## config.mk

```make
export PLATFORM = sky130hd
export DESIGN_NAME = dseq_top
export DESIGN_NICKNAME = d
export VERILOG_FILES = /design/src/rtl/dseq_pkg.sv /design/src/rtl/dseq_agen.sv /design/src/rtl/dseq_ctrl.sv /design/src/rtl/dseq_beat.sv /design/src/rtl/dseq_top.sv
export SDC_FILE = /design/constraint.sdc
export NUM_CORES = 1
export LEC_CHECK = 0
export BUFFER_PORTS_ARGS = -buffer_cell sky130_fd_sc_hd__buf_4
export CAP_MARGIN = 25
export CORE_MARGIN = 3
export CORE_UTILIZATION = 40
export CTS_CLUSTER_DIAMETER = 40
export CTS_CLUSTER_SIZE = 40
export DETAILED_ROUTE_END_ITERATION = 12
export HOLD_SLACK_MARGIN = 0.1
export PLACE_DENSITY_LB_ADDON = 0.1
export SYNTH_ARGS = -nofsm -noshare
export SYNTH_HDL_FRONTEND = slang
export SYNTH_SLANG_ARGS = --single-unit
```

## constraint.sdc

```tcl
create_clock -name clk -period 3.65 [get_ports clk]
set_clock_uncertainty 0.1 [all_clocks]
set_input_delay 0.73 -clock clk [delete_from_list [all_inputs] [get_ports clk]]
set_output_delay 0.73 -clock clk [all_outputs]
set_load 0.05 [all_outputs]
```

## src/rtl/dseq_pkg.sv

```systemverilog
package dseq_pkg;

    typedef enum logic [1:0] {
        ST_IDLE  = 2'd0,
        ST_BEAT0 = 2'd1,
        ST_BEAT1 = 2'd2,
        ST_FIN   = 2'd3
    } dseq_state_e;

    // The upper word (aligned+WORD) always holds the even register,
    // the lower word its odd partner. Loads visit low then high;
    // stores visit high then low.
    function automatic logic beat_is_upper(input logic is_store, input logic second_beat);
        return is_store ^ second_beat;
    endfunction

endpackage

```

## src/rtl/dseq_agen.sv

```systemverilog
module dseq_agen #(
    parameter int ADDR_W  = 32,
    parameter int OFS_W   = 16,
    parameter int ALIGN_W = 2
) (
    input  logic [ADDR_W-1:0] base_i,
    input  logic [OFS_W-1:0]  ofs_i,
    input  logic              no_base_i,
    output logic [ADDR_W-1:0] ea_o
);
    localparam int EXT_W = ADDR_W - OFS_W;

    logic [ADDR_W-1:0] base_eff;
    logic [ADDR_W-1:0] ofs_ext;
    logic [ADDR_W-1:0] sum;

    always_comb begin
        base_eff = no_base_i ? '0 : base_i;
        ofs_ext  = {{EXT_W{ofs_i[OFS_W-1]}}, ofs_i};
        sum      = base_eff + ofs_ext;
        ea_o     = {sum[ADDR_W-1:ALIGN_W], {ALIGN_W{1'b0}}};
    end
endmodule

```

## src/rtl/dseq_ctrl.sv

```systemverilog
module dseq_ctrl
    import dseq_pkg::*;
(
    input  logic clk,
    input  logic rst,
    input  logic start_i,
    input  logic odd_reg_i,
    input  logic mem_ready_i,
    output logic accept_o,
    output logic req_o,
    output logic second_o,
    output logic hs_o,
    output logic busy_o,
    output logic done_o,
    output logic err_o
);
    dseq_state_e state_q, state_d;
    logic        err_q, err_d;

    always_comb begin
        accept_o = start_i && (state_q == ST_IDLE);
        req_o    = (state_q == ST_BEAT0) || (state_q == ST_BEAT1);
        second_o = (state_q == ST_BEAT1);
        hs_o     = req_o && mem_ready_i;
        busy_o   = (state_q != ST_IDLE);
        done_o   = (state_q == ST_FIN);
        err_o    = done_o && err_q;
    end

    always_comb begin
        state_d = state_q;
        err_d   = err_q;
        unique case (state_q)
            ST_IDLE: begin
                if (accept_o) begin
                    err_d   = odd_reg_i;
                    state_d = odd_reg_i ? ST_FIN : ST_BEAT0;
                end
            end
            ST_BEAT0: if (mem_ready_i) state_d = ST_BEAT1;
            ST_BEAT1: if (mem_ready_i) state_d = ST_FIN;
            ST_FIN: begin
                state_d = ST_IDLE;
                err_d   = 1'b0;
            end
            default: state_d = ST_IDLE;
        endcase
    end

    always_ff @(posedge clk) begin
        if (rst) begin
            state_q <= ST_IDLE;
            err_q   <= 1'b0;
        end else begin
            state_q <= state_d;
            err_q   <= err_d;
        end
    end
endmodule

```

## src/rtl/dseq_beat.sv

```systemverilog
module dseq_beat
    import dseq_pkg::*;
#(
    parameter int ADDR_W     = 32,
    parameter int DATA_W     = 32,
    parameter int REG_W      = 5,
    parameter int WORD_BYTES = 4
) (
    input  logic              is_store_i,
    input  logic              second_i,
    input  logic [ADDR_W-1:0] ea_i,
    input  logic [REG_W-1:0]  reg_i,
    input  logic [DATA_W-1:0] d_even_i,
    input  logic [DATA_W-1:0] d_odd_i,
    output logic [ADDR_W-1:0] addr_o,
    output logic [DATA_W-1:0] wdata_o,
    output logic [REG_W-1:0]  ridx_o
);
    localparam logic [ADDR_W-1:0] STEP = ADDR_W'(WORD_BYTES);

    logic upper;

    always_comb begin
        upper   = beat_is_upper(is_store_i, second_i);
        addr_o  = upper ? (ea_i + STEP) : ea_i;
        wdata_o = upper ? d_even_i : d_odd_i;
        ridx_o  = upper ? reg_i : (reg_i | REG_W'(1));
    end
endmodule

```

## src/rtl/dseq_top.sv

```systemverilog
module dseq_top
    import dseq_pkg::*;
#(
    parameter int ADDR_W     = 32,
    parameter int DATA_W     = 32,
    parameter int OFS_W      = 16,
    parameter int REG_W      = 5,
    parameter int WORD_BYTES = 4
) (
    input  logic              clk,
    input  logic              rst,
    input  logic              start_i,
    input  logic              is_store_i,
    input  logic              no_base_i,
    input  logic [ADDR_W-1:0] base_i,
    input  logic [OFS_W-1:0]  ofs_i,
    input  logic [REG_W-1:0]  reg_i,
    input  logic [DATA_W-1:0] wdata_even_i,
    input  logic [DATA_W-1:0] wdata_odd_i,
    output logic              mem_req_o,
    output logic              mem_we_o,
    output logic [ADDR_W-1:0] mem_addr_o,
    output logic [DATA_W-1:0] mem_wdata_o,
    input  logic              mem_ready_i,
    input  logic [DATA_W-1:0] mem_rdata_i,
    output logic              rf_we_o,
    output logic [REG_W-1:0]  rf_waddr_o,
    output logic [DATA_W-1:0] rf_wdata_o,
    output logic              busy_o,
    output logic              done_o,
    output logic              err_o
);
    localparam int ALIGN_W = $clog2(WORD_BYTES);

    logic              accept, second, hs;
    logic [ADDR_W-1:0] ea_comb;
    logic [REG_W-1:0]  beat_ridx;

    logic              is_store_q;
    logic [ADDR_W-1:0] ea_q;
    logic [REG_W-1:0]  reg_q;
    logic [DATA_W-1:0] d_even_q, d_odd_q;

    dseq_agen #(
        .ADDR_W (ADDR_W),
        .OFS_W  (OFS_W),
        .ALIGN_W(ALIGN_W)
    ) u_agen (
        .base_i   (base_i),
        .ofs_i    (ofs_i),
        .no_base_i(no_base_i),
        .ea_o     (ea_comb)
    );

    dseq_ctrl u_ctrl (
        .clk        (clk),
        .rst        (rst),
        .start_i    (start_i),
        .odd_reg_i  (reg_i[0]),
        .mem_ready_i(mem_ready_i),
        .accept_o   (accept),
        .req_o      (mem_req_o),
        .second_o   (second),
        .hs_o       (hs),
        .busy_o     (busy_o),
        .done_o     (done_o),
        .err_o      (err_o)
    );

    always_ff @(posedge clk) begin
        if (rst) begin
            is_store_q <= 1'b0;
            ea_q       <= '0;
            reg_q      <= '0;
            d_even_q   <= '0;
            d_odd_q    <= '0;
        end else if (accept) begin
            is_store_q <= is_store_i;
            ea_q       <= ea_comb;
            reg_q      <= reg_i;
            d_even_q   <= wdata_even_i;
            d_odd_q    <= wdata_odd_i;
        end
    end

    dseq_beat #(
        .ADDR_W    (ADDR_W),
        .DATA_W    (DATA_W),
        .REG_W     (REG_W),
        .WORD_BYTES(WORD_BYTES)
    ) u_beat (
        .is_store_i(is_store_q),
        .second_i  (second),
        .ea_i      (ea_q),
        .reg_i     (reg_q),
        .d_even_i  (d_even_q),
        .d_odd_i   (d_odd_q),
        .addr_o    (mem_addr_o),
        .wdata_o   (mem_wdata_o),
        .ridx_o    (beat_ridx)
    );

    assign mem_we_o = is_store_q;

    always_ff @(posedge clk) begin
        if (rst) begin
            rf_we_o    <= 1'b0;
            rf_waddr_o <= '0;
            rf_wdata_o <= '0;
        end else begin
            rf_we_o <= hs && !is_store_q;
            if (hs && !is_store_q) begin
                rf_waddr_o <= beat_ridx;
                rf_wdata_o <= mem_rdata_i;
            end
        end
    end
endmodule

```

==> impl_metrics.json <==
{
  "mostFrequentLayoutCell": "nand2_1",
  "nNetsFinal": 1505,
  "synth_cell_type_count": 58,
  "grt.total_usage": 0.223,
  "chipHeight_um": 145,
  "clock_path_buffers": 2,
  "gp_congestion": 0.942,
  "fin_crit_ps": 3480,
  "post_cts_buffers": 0,
  "postSynthCellCount": 1089,
  "core_area_um2": 18900,
  "switching_power_mw": 3.12,
  "grt_overflow": 0,
  "setup_slack_ps": 173,
  "dr.first_iter.drc_count": 366,
  "startpoint_type": "register",
  "slowest_stage": "or2_1",
  "hold-worst-slack_ps": 354,
  "drc": 0,
  "dp_slack_ps": 227,
  "leakage_nw": 4.67,
  "synth.largest_area_cell": "dfxtp_1",
  "wl_um": 24300,
  "cap_viol_max_count": 0,
  "viasPerCell": 5.05,
  "synth_edf_count": 0,
  "dpl.hpwl_um": 17800,
  "h-tree-depth": 4,
  "synth_ff_type": "dfxtp_1",
  "cts_num_sinks": 141,
  "max_freq_ghz": 0.288,
  "clockPowerShare": 0.251,
  "grt_pass1_wl_um": 39000,
  "maxSlewHeadroom": 0.377,
  "hold_path_class": "reg2reg",
  "first_pass_iters": 5,
  "diodes": 0,
  "fin_cells": 1588,
  "required_ps": 2820,
  "ys_seq_elements": 141,
  "synth_warnings": 0,
  "ios": 262,
  "hold_violations": 0,
  "powerDensity_nw_per_um2": 661,
  "crit_type": "reg2out",
  "worstMarginPinSlew_ps": 934,
  "run_status": "complete, no violations",
  "design_area_um2": 10500,
  "root_buffer": "clkbuf_16",
  "initial_core_util": 0.411,
  "intPower_mw": 3.80,
  "areaGrowthSynthToFinish_pct": 35.1,
  "synth.area.top_cells": "dfxtp_1 (36%), nand2_1 (19%), a21oi_1 (10%)",
  "slowest_delay_ps": 370,
  "fin_setup_tns_ps": 0,
  "grt_max_degree": 87,
  "p_seq_frac": 0.293,
  "ctsHoldBuffers": 0,
  "dp_cells": 1556,
  "finalMaxSlewViolations": 0,
  "die-area_um2": 21100,
  "mostFrequentLayoutCells": "nand2_1 (389), buf_4 (269), a21oi_1 (159), dfxtp_1 (141), nor2_1 (43)",
  "post_dp_cell_area_um2": 9890,
  "multi_input_area_um2": 4680,
  "seqCellArea_um2": 2820,
  "rows": 50,
  "grt_pass1_vias": 7556,
  "synth_top_cell_area_share": 0.364,
  "endpoint_kind": "output port",
  "cts_resized": 0,
  "synth_area_per_cell_um2": 7.13,
  "antenna_found_initial": 0,
  "numCtsBuffers": 17,
  "finalCritPeriodShare": 0.953,
  "wire_per_inst_um": 15.3,
  "cts_tree": "built",
  "netlist_area_um2": 7760,
  "drive_gt1_frac": 0.238,
  "cp_max_fo": 5,
  "clk_latency_ps": 420,
  "fp.dieW_um": 145,
  "path_cells": "inv_1, ha_2, xor2_4, nand4_2, or2_1, nor2_1, xor2_1, buf_4",
  "postRouteAntennaNets": 0,
  "port-buffer-count": 259,
  "pwr-share-comb": 0.456,
  "finalSetupViolCount": 0,
  "num_vias": 8022,
  "async_reset_ff_frac": 0,
  "ir_drop_v": 0.000404,
  "swShare": 0.451,
  "n_fill_cell": 1926,
  "seq_area_frac_synth": 0.364,
  "cp.arrival_ps": 2650,
  "rsz0062_at_grt": "no",
  "clk_pin_slew_worst_paths_ps": 60
}
-- area by class of cell --
type	count	share of cell area
multi-input cells	875	0.447
well taps	260	0.0310
flip-flops and latches	141	0.269
clock inverters	13	0.0147
repair buffers	269	0.193
clock buffers	19	0.0413
inverters	11	0.00394
-- critical path: cells and delay by family, from the launching register on --
kind          cells  cell delay [ps]
simple gates      3              710
xor+xnor          2              510
buf+inv           2              360
flops             1              340
fa+ha+maj         1              300
-- synthesized netlist by cell type (4+ instances only) --
library cell	n
and2_1	5
xnor2_1	30
o21ai_0	23
and3_1	9
a31oi_1	5
nand2b_1	4
nor3_1	7
nor3b_1	4
nand2_1	390
a21o_1	15
nor2_1	44
a211oi_1	4
buf_1	10
ha_1	35
inv_1	11
dfxtp_1	141
clkbuf_1	48
nand4_1	12
o2111ai_1	4
a21oi_1	159
nor2b_1	30
o21bai_1	6
nand3_1	16
xor2_1	22
-- worst paths after layout --
kind / from / end / slack [ps] / depth (start not counted)
worst min register to register: rf_wdata_o[9] / rf_wdata_o[9] / 350 / 2
worst max register to register: u_ctrl.state_q[0] / ea_q[27] / 1330 / 6
worst min-delay path: rf_wdata_o[9] / rf_wdata_o[9] / 350 / 2
worst max-delay path: u_ctrl.state_q[0] / mem_addr_o[19] / 170 / 8
-- cells by family (layout without fill, tap and decap cells) --
logic type	after synthesis	in the layout	synth area share
AND/OR/NAND/NOR	537	537	0.294
AO/OA/AOI/OAI	245	245	0.183
flip-flops	141	141	0.364
buffers and inverters	74	312	0.0372
XOR/XNOR	53	53	0.0608
adder cells (fa/ha/maj)	35	35	0.0564
multiplexers	3	3	0.00387
other	1	2	0.000483
-- power by group through the flow --
stage / Combinational [mW] / Sequential [mW] / Clock, mW
5_1_grt: 3.42 / 2.07 / 1.84
3_3_place_gp: 3.18 / 2.05 / 0
6_report: 3.16 / 2.03 / 1.74
4_1_cts: 3.19 / 2.03 / 1.77
3_5_place_dp: 3.19 / 2.06 / 0
2_1_floorplan: 1.90 / 2.31 / 0
-- registers in the layout, summed over array words and instances (netlist names) --
| signal | count |
|---|---|
| rf_waddr_o | 5 |
| rf_we_o | 1 |
| u_ctrl.err_q | 1 |
| ea_q | 30 |
| reg_q | 5 |
| mem_we_o | 1 |
| rf_wdata_o | 32 |
| u_ctrl.state_q | 2 |
| d_odd_q | 32 |
| d_even_q | 32 |
-- metrics by stage --
stage / total power, mW / utilization
floorplan: 4.21 / -
global placement: 5.23 / 0.524
detailed placement: 5.25 / 0.524
CTS: 6.99 / 0.555
global route: 7.33 / 0.555
finish: 6.93 / 0.555
-- routing by layer --
| metal | up-vias | GRT usage | part of all wire | routed length (um) |
|---|---|---|---|---|
| met3 | 27 | 0.0478 | 0.054 | 1320 |
| met2 | 225 | 0.378 | 0.48 | 11700 |
| met5 | - | 0 | 0 | 0 |
| met1 | 3673 | 0.282 | 0.44 | 10700 |
| met4 | 0 | 0.0764 | 0.023 | 555 |
| li1 | 4097 | - | - | - |
No activity file was read; power rests on OpenSTA's default activity.
